--- src/rtl/serial_majority_pkg.sv ---
package serial_majority_pkg;

    localparam int unsigned SMAJ_WORD_BITS = 13;
    localparam int unsigned SMAJ_CNT_W     = $clog2(SMAJ_WORD_BITS + 1);
    localparam int unsigned SMAJ_THRESHOLD = SMAJ_WORD_BITS / 2;

    typedef logic [SMAJ_CNT_W-1:0] smaj_cnt_t;

    typedef struct packed {
        smaj_cnt_t pos;
        logic      full;
    } smaj_pos_state_t;

    typedef struct packed {
        smaj_cnt_t ones;
    } smaj_ones_state_t;

endpackage

--- src/rtl/smaj_pos_ctr.sv ---
module smaj_pos_ctr
    import serial_majority_pkg::*;
(
    input  logic      clk,
    input  logic      rst_n,
    input  logic      start_i,
    output smaj_cnt_t pos_o,
    output logic      full_o
);

    localparam smaj_cnt_t LAST_POS = smaj_cnt_t'(SMAJ_WORD_BITS - 1);

    smaj_pos_state_t st_d, st_q;

    always_comb begin
        st_d = st_q;
        if (!start_i) begin
            st_d.pos  = '0;
            st_d.full = 1'b0;
        end else if (!st_q.full) begin
            st_d.pos  = st_q.pos + smaj_cnt_t'(1);
            st_d.full = (st_q.pos == LAST_POS);
        end
    end

    always_ff @(posedge clk or negedge rst_n) begin
        if (!rst_n) begin
            st_q <= '0;
        end else begin
            st_q <= st_d;
        end
    end

    assign pos_o  = st_q.pos;
    assign full_o = st_q.full;

    // a clearing edge empties the position count
    a_r2_clear_pos: assert property (@(posedge clk) disable iff (!rst_n)
        !start_i |=> (pos_o == '0 && !full_o));

    // each accepted bit moves the position on by one
    a_r3_step: assert property (@(posedge clk) disable iff (!rst_n)
        (start_i && !full_o) |=> (pos_o == $past(pos_o) + smaj_cnt_t'(1)));

    // a full word stays full while start is held
    a_r5_hold_full: assert property (@(posedge clk) disable iff (!rst_n)
        (start_i && full_o) |=> (full_o && $stable(pos_o)));

endmodule

--- src/rtl/smaj_ones_ctr.sv ---
module smaj_ones_ctr
    import serial_majority_pkg::*;
(
    input  logic      clk,
    input  logic      rst_n,
    input  logic      start_i,
    input  logic      take_i,
    input  logic      bit_i,
    output smaj_cnt_t ones_o
);

    smaj_ones_state_t st_d, st_q;

    always_comb begin
        st_d = st_q;
        if (!start_i) begin
            st_d.ones = '0;
        end else if (take_i && bit_i) begin
            st_d.ones = st_q.ones + smaj_cnt_t'(1);
        end
    end

    always_ff @(posedge clk or negedge rst_n) begin
        if (!rst_n) begin
            st_q <= '0;
        end else begin
            st_q <= st_d;
        end
    end

    assign ones_o = st_q.ones;

    // bits arriving after the word is complete leave the count alone
    a_r5_ignore_extra: assert property (@(posedge clk) disable iff (!rst_n)
        (start_i && !take_i) |=> $stable(ones_o));

    // a clearing edge drops every counted one
    a_r8_clear_ones: assert property (@(posedge clk) disable iff (!rst_n)
        !start_i |=> (ones_o == '0));

endmodule

--- src/rtl/serial_majority.sv ---
module serial_majority
    import serial_majority_pkg::*;
(
    input  logic clk,
    input  logic rst_n,
    input  logic start_i,
    input  logic bit_i,
    output logic result_o,
    output logic valid_o
);

    localparam smaj_cnt_t THRESH = smaj_cnt_t'(SMAJ_THRESHOLD);

    smaj_cnt_t pos_w;
    smaj_cnt_t ones_w;
    logic      full_w;

    smaj_pos_ctr u_pos (
        .clk     (clk),
        .rst_n   (rst_n),
        .start_i (start_i),
        .pos_o   (pos_w),
        .full_o  (full_w)
    );

    smaj_ones_ctr u_ones (
        .clk     (clk),
        .rst_n   (rst_n),
        .start_i (start_i),
        .take_i  (!full_w),
        .bit_i   (bit_i),
        .ones_o  (ones_w)
    );

    always_comb begin
        valid_o  = full_w;
        result_o = full_w && (ones_w > THRESH);
    end

    // the ones count can never exceed the number of accepted bits
    a_r4_ones_bound: assert property (@(posedge clk) disable iff (!rst_n)
        ones_w <= pos_w);

    // the decision does not move once the word is complete
    a_r5_result_stable: assert property (@(posedge clk) disable iff (!rst_n)
        (valid_o && start_i) |=> (valid_o && $stable(result_o)));

    // no decision is shown before the word is complete
    a_r6_gated: assert property (@(posedge clk) disable iff (!rst_n)
        !valid_o |-> !result_o);

endmodule

--- config.mk ---
export PLATFORM = sky130hd
export DESIGN_NAME = serial_majority
export DESIGN_NICKNAME = d
export VERILOG_FILES = /design/src/rtl/serial_majority_pkg.sv /design/src/rtl/smaj_pos_ctr.sv /design/src/rtl/smaj_ones_ctr.sv /design/src/rtl/serial_majority.sv
export SDC_FILE = /design/constraint.sdc
export NUM_CORES = 1
export LEC_CHECK = 0
export ABC_AREA = 1
export BUFFER_PORTS_ARGS = -buffer_cell sky130_fd_sc_hd__buf_2
export CAP_MARGIN = 20
export CORE_AREA = 5 5 42 44
export CTS_BUF_LIST = sky130_fd_sc_hd__clkbuf_4 sky130_fd_sc_hd__clkbuf_8
export DETAILED_ROUTE_END_ITERATION = 10
export DIE_AREA = 0 0 47 49
export HOLD_SLACK_MARGIN = 0.05
export SLEW_MARGIN = 15
export SYNTH_ARGS = -nofsm -noshare
export SYNTH_HDL_FRONTEND = slang
export SYNTH_SLANG_ARGS = --single-unit
--- constraint.sdc ---
create_clock -name clk -period 2.9 [get_ports clk]
set_input_delay 0.145 -clock clk [delete_from_list [all_inputs] [get_ports clk]]
set_output_delay 0.145 -clock clk [all_outputs]
set_load 0.02 [all_outputs]
==> flow_metrics.env <==
export IMPL_final_cell_mix="nand2_1, nor2_1, dfrtp_1"
export IMPL_r2r_start="u_pos.pos_o[0]"
export IMPL_finalSetupTns_ns=0
export IMPL_synth_avg_cell_area_um2=8.26
export IMPL_cts_root_buf="clkbuf_4"
export IMPL_io_buffers=5
export IMPL_cp_cell_sequence="inv_1, ha_1, nor2_1, nor2_1, nor2_1, buf_2"
export IMPL_fillers=147
export IMPL_cpPeakStageDelay_ns=0.40
export IMPL_seqCellArea_um2=225
export IMPL_ctsLongestPathBuffers=2
export IMPL_synth_area_um2=495
export IMPL_setup_viol=0
export IMPL_holdWs_ns=0.183
export IMPL_holdCritStartpoint="start_i"
export IMPL_start_util_pct=35.4
export IMPL_max_freq_mhz=701
export IMPL_areaGrowthSynthToFinish_pct=14.9
export IMPL_synth_nets=68
export IMPL_maxCapViolCount=0
export IMPL_critPathMaxFanout=4
export IMPL_slew_headroom_pct=84.7
export IMPL_grt_max_degree=11
export IMPL_cp_common_cell="nor2_1"
export IMPL_worst_path_max_delay_cell="dfrtp_1"
export IMPL_grt_use_total_pct=9.87
export IMPL_grt_pass1_wl_um=1550
export IMPL_yosys_warnings=0
export IMPL_clock_sinks=9
export IMPL_fin_nets=78
export IMPL_start_kind="flip-flop"
export IMPL_drt_total_wl_um=934
export IMPL_hold_class="in2reg"
export IMPL_wire_per_inst_um=11.0
export IMPL_ys_ff_latch=9
export IMPL_worst_slew_pin_slew_ns=0.228
export IMPL_p_leak_nw=0.289
export IMPL_drtIter0Drc=1
export IMPL_final_setup_skew_ns=0.00528
export IMPL_critPathLaunch="u_ones.ones_o[0]"
export IMPL_status="finished clean"
export IMPL_path_class="reg2out"
export IMPL_clock_latency_ns=0.27
export IMPL_antenna_found_initial=0
export IMPL_path_delay_family="flip-flops"
export IMPL_cts_tree="done"
export IMPL_finalHoldViolCount=0
export IMPL_gp_congestion=0.754
export IMPL_grt_overflow_total=0
export IMPL_worstPathArrival_ns=1.28
export IMPL_crit_cells=6
export IMPL_crit_path_end_kind="primary output"
export IMPL_dieWidth_um=47
export IMPL_netlist_instances=60
export IMPL_cp_required_ns=2.76
export IMPL_post_cts_buffers=0
export IMPL_slew_violations=0
export IMPL_postCtsHoldBufs=1
export IMPL_via_count=412
export IMPL_grt_pass1_vias=378
export IMPL_core_area_um2=1400
export IMPL_viasPerCell=4.85
export IMPL_num_io_pins=6
export IMPL_post_cts_resized=0
export IMPL_finalCriticalPeriod_ns=1.43
export IMPL_synth_cell_types=17
export IMPL_drtPass1Iterations=4
export IMPL_cts_inserted_buffers=3
export IMPL_num_rows=14
export IMPL_drive_gt1_share_pct=21.7
export IMPL_ant_nets=0
export IMPL_die_area_um2=2300
export IMPL_place_hpwl_um=710
export IMPL_die_y_um=49
export IMPL_rr_worst_depth=4
export IMPL_cp_num_buf_inv=2
export IMPL_clkSlewWorstSetupHoldPaths_ns=0.07
export IMPL_vdd_drop_max_uv=199
export IMPL_drcViolationCount=0
export IMPL_seq_area_frac_synth_pct=45.5
export IMPL_power_density_nw_per_um2=488
export IMPL_cts_htree_levels=1
export IMPL_rsz0062_at_grt="false"
export IMPL_multi_input_area_um2=229
export IMPL_design_power_total_mw=0.278
export IMPL_period_share_pct=49.2
export IMPL_holdPathStages=3
export IMPL_num_antenna_cells=0
## layer usage
layer | part of all wire (%) | global-route usage, % | vias to the layer above
met5 | 0 | 0 | -
met4 | 4.4 | 8.29 | 0
met3 | 4.6 | 4.43 | 5
met2 | 47 | 14.3 | 9
met1 | 44 | 10.4 | 191
li1 | - | - | 207
## report_power, final
group	switching (mW)	internal, mW
logic	0.0179	0.0111
clock network	0.0489	0.0626
registers	0.00584	0.131
total	0.0726	0.205
## cells by family after synthesis
| family | count (synthesis) | share of synthesized area (%) |
|---|---|---|
| buf+inv | 9 | 8.33 |
| fa+ha+maj | 4 | 10.1 |
| simple gates | 32 | 29.3 |
| flops | 9 | 45.5 |
| compound gates | 6 | 6.82 |
## cell type report
class | count | share of cell area [%]
sequential | 9 | 39.6
multi-input combinational | 42 | 40.2
tap | 16 | 3.52
inverter | 8 | 5.27
timing repair buffer | 6 | 6.15
clock buffer | 4 | 5.27
## registers in the layout (all words and copies together) (netlist names)
name and flops:
u_pos.full_o 1, u_pos.pos_o 4, u_ones.ones_o 4
## cell usage after synthesis (all sizes together)
library cell	number	share of area [%]
nor2	14	12
nor3	1	2.0
buf	1	2.3
inv	8	6.1
nand4	1	1.3
a21oi	3	3.0
o21ai	1	1.0
o22ai	1	1.3
nand2	13	10
ha	4	10
dfrtp	9	45
nand3	3	4.0
o31ai	1	1.5
## per-stage QoR
step / instance area (µm²) / worst slack, ns / utilization (%) / cells
global route: 569 / 1.33 / 40.6 / 85
CTS: 569 / 1.46 / 40.6 / 85
floorplan: 495 / 1.74 / - / 60
global placement: 529 / 1.78 / 37.8 / 80
finish: 569 / 1.47 / 40.6 / 85
detailed placement: 529 / 1.74 / 37.8 / 80
## final timing paths
path / end / slack, ns
worst max-delay path: result_o / 1.47
worst min-delay path: u_ones.ones_o[3] / 0.18
worst max register to register: u_pos.pos_o[1] / 1.86
worst min register to register: u_ones.ones_o[3] / 0.55
max in group asynchronous: u_pos.pos_o[1] / 2.46
min in group asynchronous: u_ones.ones_o[3] / 0.25
## worst min-delay path, cell delays in order
cell     delay, ns
buf_2         0.16
nand2_1       0.08
nor2_1        0.03
Power figures use the tool's default switching activity.
